$ cat config.mk
export PLATFORM = sky130hd
export DESIGN_NAME = udc_counter
export DESIGN_NICKNAME = d
export VERILOG_FILES = /design/src/rtl/udc_pkg.sv /design/src/rtl/udc_and_chain.sv /design/src/rtl/udc_state_reg.sv /design/src/rtl/udc_dir_mux.sv /design/src/rtl/udc_counter.sv
export SDC_FILE = /design/constraint.sdc
export NUM_CORES = 1
export LEC_CHECK = 0
export BUFFER_PORTS_ARGS = -buffer_cell sky130_fd_sc_hd__buf_2
export CAP_MARGIN = 15
export CORE_AREA = 2 2 39 41
export DETAILED_ROUTE_END_ITERATION = 6
export DIE_AREA = 0 0 41 43
export HOLD_SLACK_MARGIN = 0.03
export MAX_ROUTING_LAYER = met4
export PLACE_DENSITY = 0.47
export SLEW_MARGIN = 20
export SYNTH_ARGS = -nofsm -noshare
export SYNTH_HDL_FRONTEND = slang
export SYNTH_SLANG_ARGS = --single-unit
export TNS_END_PERCENT = 50
$ cat constraint.sdc
create_clock -name clk_i -period 4.1 [get_ports clk_i]
set_clock_uncertainty 0.1 [all_clocks]
set_input_delay 0 -clock clk_i [delete_from_list [all_inputs] [get_ports clk_i]]
set_output_delay 0 -clock clk_i [all_outputs]
set_load 0.01 [all_outputs]
$ cat src/rtl/udc_pkg.sv
package udc_pkg;

    typedef enum logic {
        DIR_UP   = 1'b0,
        DIR_DOWN = 1'b1
    } udc_dir_e;

endpackage

$ cat src/rtl/udc_and_chain.sv
module udc_and_chain #(
    parameter int WIDTH = 4
) (
    input  logic [WIDTH-1:0] state_i,
    output logic [WIDTH-1:0] toggle_o,
    output logic             all_ones_o
);

    logic [WIDTH:0] chain;

    assign chain[0] = 1'b1;

    generate
        for (genvar i = 0; i < WIDTH; i++) begin : g_stage
            assign chain[i+1]  = chain[i] & state_i[i];
            assign toggle_o[i] = chain[i];
        end
    endgenerate

    assign all_ones_o = chain[WIDTH];

endmodule

$ cat src/rtl/udc_state_reg.sv
module udc_state_reg #(
    parameter int WIDTH = 4
) (
    input  logic             clk_i,
    input  logic             rst_i,
    input  logic             en_i,
    input  logic [WIDTH-1:0] toggle_i,
    output logic [WIDTH-1:0] state_o
);

    localparam logic [WIDTH-1:0] ONE = WIDTH'(1);

    typedef struct packed {
        logic [WIDTH-1:0] cnt;
    } st_t;

    st_t st_d, st_q;

    always_comb begin
        st_d = st_q;
        if (rst_i) begin
            st_d.cnt = '0;
        end else if (en_i) begin
            st_d.cnt = st_q.cnt ^ toggle_i;
        end
    end

    always_ff @(posedge clk_i) begin
        st_q <= st_d;
    end

    assign state_o = st_q.cnt;

    AST_RESET_ZERO: assert property (@(posedge clk_i) disable iff (rst_i)
        $past(rst_i) |-> (st_q.cnt == '0));

    AST_INCREMENT: assert property (@(posedge clk_i) disable iff (rst_i)
        (en_i && !$isunknown(st_q.cnt)) |=> (rst_i || st_q.cnt == $past(st_q.cnt) + ONE));

    AST_HOLD: assert property (@(posedge clk_i) disable iff (rst_i)
        (!en_i && !$isunknown(st_q.cnt)) |=> (rst_i || $stable(st_q.cnt)));

endmodule

$ cat src/rtl/udc_dir_mux.sv
module udc_dir_mux
    import udc_pkg::*;
#(
    parameter int WIDTH = 4
) (
    input  logic [WIDTH-1:0] state_i,
    input  logic             dir_i,
    output logic [WIDTH-1:0] count_o
);

    udc_dir_e dir;
    assign dir = udc_dir_e'(dir_i);

    generate
        for (genvar i = 0; i < WIDTH; i++) begin : g_bit
            assign count_o[i] = (dir == DIR_DOWN) ? ~state_i[i] : state_i[i];
        end
    endgenerate

endmodule

$ cat src/rtl/udc_counter.sv
module udc_counter #(
    parameter int WIDTH = 4
) (
    input  logic             clk_i,
    input  logic             rst_i,
    input  logic             cnt_en_i,
    input  logic             dir_down_i,
    output logic [WIDTH-1:0] count_o,
    output logic             carry_o
);

    logic [WIDTH-1:0] state;
    logic [WIDTH-1:0] toggle;
    logic             all_ones;

    udc_and_chain #(.WIDTH(WIDTH)) u_chain (
        .state_i    (state),
        .toggle_o   (toggle),
        .all_ones_o (all_ones)
    );

    udc_state_reg #(.WIDTH(WIDTH)) u_state (
        .clk_i    (clk_i),
        .rst_i    (rst_i),
        .en_i     (cnt_en_i),
        .toggle_i (toggle),
        .state_o  (state)
    );

    udc_dir_mux #(.WIDTH(WIDTH)) u_mux (
        .state_i (state),
        .dir_i   (dir_down_i),
        .count_o (count_o)
    );

    assign carry_o = cnt_en_i & all_ones;

    AST_CARRY_WRAP: assert property (@(posedge clk_i) disable iff (rst_i)
        carry_o |=> (rst_i || state == '0));

    AST_CARRY_IDLE: assert property (@(posedge clk_i) disable iff (rst_i)
        !cnt_en_i |-> !carry_o);

endmodule

# --- Word level (Yosys, flattened, before mapping) ---
# Cells that the tools add are included.
classes:
  muxes: 4
  bitwise_logic: 9
ops:
  columns: ["op", "count"]
  rows:
  - ["$and A1 B1 Y1", 4]
  - ["$mux W1", 4]
  - ["$not A1 Y1", 4]
  - ["$xor A4 B4 Y4", 1]
totals:
  ff_bits: 4
  in_bits: 4

# --- Logic depth before layout (Yosys ltp) ---
# Gate-level depths: netlist of the first run.
depth:
  word_depth: 4
  ltp_mapped: 5
  mapped_depth_nobuf: 5

# --- Cells and area by module ---
# Synthesis of the first run repeated with hierarchy kept, for this count alone.
unflattened:
  cells_unflattened: 28
  hier_area_um2: 265.3
by_module_without_submodules:
  columns: ["mod", "instances", "cells_each", "area_per_inst_um2"]
  rows:
  - ["udc_state_reg", 1, 17, 181.4]
  - ["udc_and_chain", 1, 6, 42.5]
  - ["udc_dir_mux", 1, 4, 35.0]
  - ["udc_counter", 1, 1, 6.3]

# --- Worst setup path before layout of the first run ---
# No wires, ideal clock.
synth_path:
  path_type: "register -> register"
  start: "register u_state.st_q (netlist bit u_state.state_o[0])"
  end: "register u_state.st_q (netlist bit u_state.state_o[3])"
  setup_time_ns: 0.114
  t_arrival_ns: 1.102
  path_slack_ns: 2.784
  path_stages_with_launch: 6
  path_buffers: 0
  cell_sequence: "dfxtp_1 ha_1 ha_1 ha_1 mux2i_1 nor2_1"
synth_between:
  elab_chain_len: 3
synth_rtl:
  columns: ["item", "line_no", "rtl"]
  rows:
  - ["from (decl)", "udc_state_reg.sv:17", "st_t st_d, st_q;"]
  - ["from (signal assigned)", "udc_state_reg.sv:29", "st_q <= st_d;"]
  - ["$and A1 B1 Y1 (2 in a row)", "udc_and_chain.sv:15", "assign chain[i+1] = chain[i] & state_i[i];"]
  - ["$xor A4 B4 Y4", "udc_state_reg.sv:24", "st_d.cnt = st_q.cnt ^ toggle_i;"]
# No other way between the ends.
# A chain may end at the register's enable or synchronous reset.

# --- Worst setup path in the final report of the first run ---
layout_path:
  start: "register u_state.st_q (netlist bit u_state.state_o[0])"
  end: "output carry_o"
layout_between:
  elab_chain_len: 4
layout_rtl:
  columns: ["item", "line_no", "rtl"]
  rows:
  - ["$and A1 B1 Y1 (3 in a row)", "udc_and_chain.sv:15", null]
  - ["$and A1 B1 Y1", "udc_counter.sv:36", "assign carry_o = cnt_en_i & all_ones;"]
  - ["to (decl)", "udc_counter.sv:9", "output logic carry_o"]
# No other way between the ends.

==> results of run 1 <==
[logic make-up after synthesis]
group	count (synthesis)	synth area share, %
xor gates and xnor gates	5	19.4
and+or+nand+nor	5	10.0
DFF	4	35.6
muxes	3	13.3
adders and majority gates	3	16.7
buffers and inverters	1	5.00
[worst max-delay path: cells and delay by family, from the launching register on]
family        cells  cell delay (ns)
simple gates      1             0.18
fa+ha+maj         3             0.56
buf+inv           1             0.13
flops             1             0.33
[final cells by class]
cell class / instances / area [sq um]
multi-input cells: 16 / 134
repair buffers: 11 / 70.1
clock buffers: 3 / 22.5
well taps: 16 / 20.0
fillers: 151 / 1060
flip-flops and latches: 4 / 80.1
[stage by stage]
step	util, %	power, mW	setup WS, ns	instance area, sq um	std cells
2_1_floorplan	-	0.0548	2.78	225	21
3_3_place_gp	19.8	0.0611	2.72	274	44
3_5_place_dp	19.8	0.0612	2.72	274	44
4_1_cts	23.6	0.113	2.56	327	50
5_1_grt	23.6	0.120	2.51	327	50
6_report	23.6	0.111	2.57	327	50
[final timing paths]
check / slack [ns] / cells after the start / to
setup / recovery: 2.57 / 5 / carry_o
hold / removal: 0.24 / 3 / count_o[3]
hold reg to reg: 0.44 / 2 / u_state.state_o[1]
setup reg to reg: 2.73 / 5 / u_state.state_o[3]
[timing repair]
action	4_1_cts	5_1_grt
hold buffers	3	0
endpoints found under the hold margin	4	0
setup buffers	0	0
[synthesized netlist by cell type (all sizes together)]
cell	n	area share, %
mux2i	3	13
xnor2	1	3.9
dfxtp	4	36
buf	1	5.0
ha	3	17
xor2	4	16
nor2	4	6.7
and2	1	3.3
[power groups by stage]
stage	clock [mW]	combinational, mW	sequential (mW)
final	0.0477	0.0197	0.0434
after global routing	0.0537	0.0224	0.0436
after CTS	0.0500	0.0200	0.0435
after detailed placement	0	0.0171	0.0441
after global placement	0	0.0170	0.0441
after floorplan	0	0.0111	0.0437
[routing by layer]
layer	GRT usage (%)	vias up	wire, um
met5	-	-	0
met4	2.00	0	0
met3	7.85	0	52
met2	8.13	9	152
met1	5.16	78	157
li1	-	95	-
==> flow_summary.ini, run 1 <==
[status]
status = finished, final reports clean

[timing]
setup_tns_ns = 0
setup_violations = 0
slew_violations = 0
period_needed_ns = 1.53
rsz0062_at_grt = false
timing.fmax_mhz = 655
holdWs_ns = 0.242
finalHoldViolations = 0
relSlewSlack_pct = 91.5
period_share_pct = 37.2
worst_pin_slew_ns = 0.123

[routing]
dr_total_vias = 182
dr.pass1.iters = 1
drc = 0
routed_wl_um = 362
ant_nets = 0
drt_iter0_drc = 0
wl_per_cell_um = 7.24
viasPerCell = 3.64

[pwr]
switching_share_pct = 23.4
p_switching_mw = 0.0259
power_frac_clock_pct = 43.1
irDropWorstVdd_v = 0.000117
leakage_nw = 0.180
combPwrFrac_pct = 17.8
power_density_mw_per_mm2 = 339
p_int_mw = 0.0849
seq_power_share_pct = 39.2

[global_routing]
antenna_found_initial = 0
grt_pass1_vias = 172
track_usage_pct = 6.18
grt_remaining_overflow = 0
grt_max_degree = 6
grt_pass1_wl_um = 627

[logic_synthesis]
avgSynthCellArea_sq_um = 10.7
synth_nets = 28
yosysSeqAreaShare_pct = 35.6
ys_types = 8
syn-cell-area_sq_um = 225
synth_seq_cells = 4
synthCells = 21
yosysWarnings = 0

[critical_path]
r2r-start = u_state.state_o[0]
start_kind = flip-flop
startpoint = u_state.state_o[0]
cp_max_fo = 3
cpPeakStageDelay_ns = 0.33
crit_slowest_cell = dfxtp_1
end_kind = output port
cp.required_ns = 4.00
worstSetupPathType = flip-flop to output port
arrival_ns = 1.43
crit_path_cell_trace = ha_1 > ha_1 > ha_1 > and2_2 > buf_2
cp_common_cell = ha_1

[clock_network]
clk_path_buf_depth = 2
numClockSinks = 4
path_clk_slew_ns = 0.04
cts_tree = yes
cts_root_buffer = clkbuf_4
cts_made_buffers = 3
htreeDepth = 1
ctsResizeCount = 0
clk_latency_ns = 0.23

[die]
coreArea_sq_mm = 0.00138
fp.dieW_um = 41
ios = 9
rows = 14
initial_core_util_pct = 16.3
fp.dieH_um = 43
die-area_sq_mm = 0.00176

[cells_and_area]
largest_reg_flops = 4
synthToLayoutAreaGrowth_pct = 45.0
drive_above_1_share_pct = 35.3
layout_commonest_cell = buf_2
layout_common_cells = buf_2, xor2_1, nor2_1, dfxtp_1
diodes = 0
nNetsFinal = 43

[flow_run]
maxCapViolations = 0

[placed_design]
port_buffers = 8
dp_hpwl_um = 285
gp_congestion = 0.663

[worst_hold_path]
hold_path_class = primary input to output port
worstHoldStart = dir_down_i
Note: power is estimated with default switching activity, not from simulation.
==> inputs of run 2 (changes only) <==
- PLACE_DENSITY: 0.47 -> 0.48
- clock period: 4.1 -> 1.4 ns (I/O delays scaled with it)
==> run 2 against run 1 <==
  * Register-to-register slack worse by 2.6 ns
  * Worst hold slack got worse by 0.0066 ns
  * Sequential cell count did not move
  * Clock power increased to 3.0 times the previous value
  * First-iteration DRC count unchanged
  * Sequential share of layout area decreased by 2.7 points
  * Critical path depth unchanged
  * Cell count up 2.0%
  * Final area up 16%
  * Core utilization up 3.8 points
  * Wire length increased by 7.2%
==> flow_summary.ini, run 2 (synthesis results as in run 1) <==
[routing]
routed_wl_um = 388
drt_iter0_drc = 0
viasPerCell = 3.65
drc = 0
wl_per_cell_um = 7.61
dr_total_vias = 186
ant_nets = 0
dr.pass1.iters = 1

[clock_network]
cts_root_buffer = clkbuf_4
htreeDepth = 1
cts_tree = yes
numClockSinks = 4
clk_path_buf_depth = 2
clk_latency_ns = 0.23
cts_made_buffers = 3
path_clk_slew_ns = 0.04

[pwr]
power_density_mw_per_mm2 = 889
p_int_mw = 0.255
irDropWorstVdd_v = 0.000330
leakage_nw = 0.179
p_switching_mw = 0.0818
combPwrFrac_pct = 20.0
seq_power_share_pct = 38.2
power_frac_clock_pct = 41.8
switching_share_pct = 24.3

[global_routing]
grt_pass1_wl_um = 593
antenna_found_initial = 0
grt_max_degree = 6
grt_pass1_vias = 144
grt_remaining_overflow = 0
track_usage_pct = 5.97

[timing]
worst_pin_slew_ns = 0.190
period_share_pct = 97.2
holdWs_ns = 0.235
timing.fmax_mhz = 735
relSlewSlack_pct = 87.3
period_needed_ns = 1.36
rsz0062_at_grt = true
finalHoldViolations = 0
slew_violations = 0
setup_violations = 0

[placed_design]
gp_congestion = 0.642
port_buffers = 8

[cells_and_area]
largest_reg_flops = 4
drive_above_1_share_pct = 54.3
layout_common_cells = buf_2, xor2_1, nor2_1
layout_commonest_cell = buf_2
nNetsFinal = 44
diodes = 0
synthToLayoutAreaGrowth_pct = 68.3
finish.utilization_pct = 27.4

[critical_path]
end_kind = output port
worstSetupPathType = flip-flop to output port
cp.required_ns = 1.30
arrival_ns = 1.26
cp_max_fo = 2
start_kind = flip-flop

[die]
rows = 14
ios = 9
initial_core_util_pct = 16.3
fp.dieH_um = 43
coreArea_sq_mm = 0.00138
die-area_sq_mm = 0.00176
fp.dieW_um = 41

[flow_run]
maxCapViolations = 0

[status]
status = finished, final reports clean

[worst_hold_path]
hold_path_class = primary input to output port
==> run 2: worst max-delay path, stage by stage (launching register included) <==
cell,delay [ns]
dfxtp_2,0.33
ha_4,0.16
ha_4,0.15
ha_4,0.14
and2_4,0.14
buf_6,0.11
==> run 2: cell type report <==
| cell class | instances | area [sq um] |
|---|---|---|
| fillers | 150 | 1000 |
| clock buffers | 3 | 22.5 |
| well taps | 16 | 20.0 |
| flip-flops and latches | 4 | 82.6 |
| multi-input cells | 16 | 173 |
| repair buffers | 12 | 81.3 |
==> run 2: repair_timing <==
| item | CTS | global route |
|---|---|---|
| hold buffers | 2 | 0 |
| endpoints found under the hold margin | 4 | 0 |
| pin swaps | 1 | 1 |
| cloned | 0 | 0 |
| setup buffers | 1 | 0 |
| gates resized for setup | 9 | 1 |
| setup endpoints to repair | 1 | 1 |
==> run 2: stage by stage <==
step	cells	cell area [sq um]	worst slack [ns]	TNS, ns	total power, mW
floorplan	21	225	0.0838	0	0.161
global placement	45	282	0.0497	0	0.183
detailed placement	45	282	0.0484	0	0.184
CTS	51	369	0.0176	0	0.349
global route	51	379	-0.00385	-0.00385	0.367
finish	51	379	0.0396	0	0.337
==> run 2: per-layer routing <==
layer | GRT usage, % | part of all wire [%] | up-vias
met5 | - | 0 | -
met4 | 8.00 | 0 | 0
met3 | 3.14 | 9.3 | 0
met2 | 5.31 | 46 | 6
met1 | 7.40 | 44 | 83
li1 | - | - | 97
==> run 2: worst paths after layout <==
check	start	to	slack (ns)	depth (start not counted)
max	u_state.state_o[0]	carry_o	0.04	5
min	dir_down_i	count_o[1]	0.24	3
max reg2reg	u_state.state_o[0]	u_state.state_o[3]	0.18	5
min reg2reg	u_state.state_o[2]	u_state.state_o[2]	0.49	2
==> run 2: power groups by stage <==
stage	clock, mW	combinational (mW)	sequential [mW]
2_1_floorplan	0	0.0326	0.128
3_3_place_gp	0	0.0560	0.127
3_5_place_dp	0	0.0562	0.127
5_1_grt	0.163	0.0751	0.129
4_1_cts	0.152	0.0683	0.129
6_report	0.141	0.0674	0.129
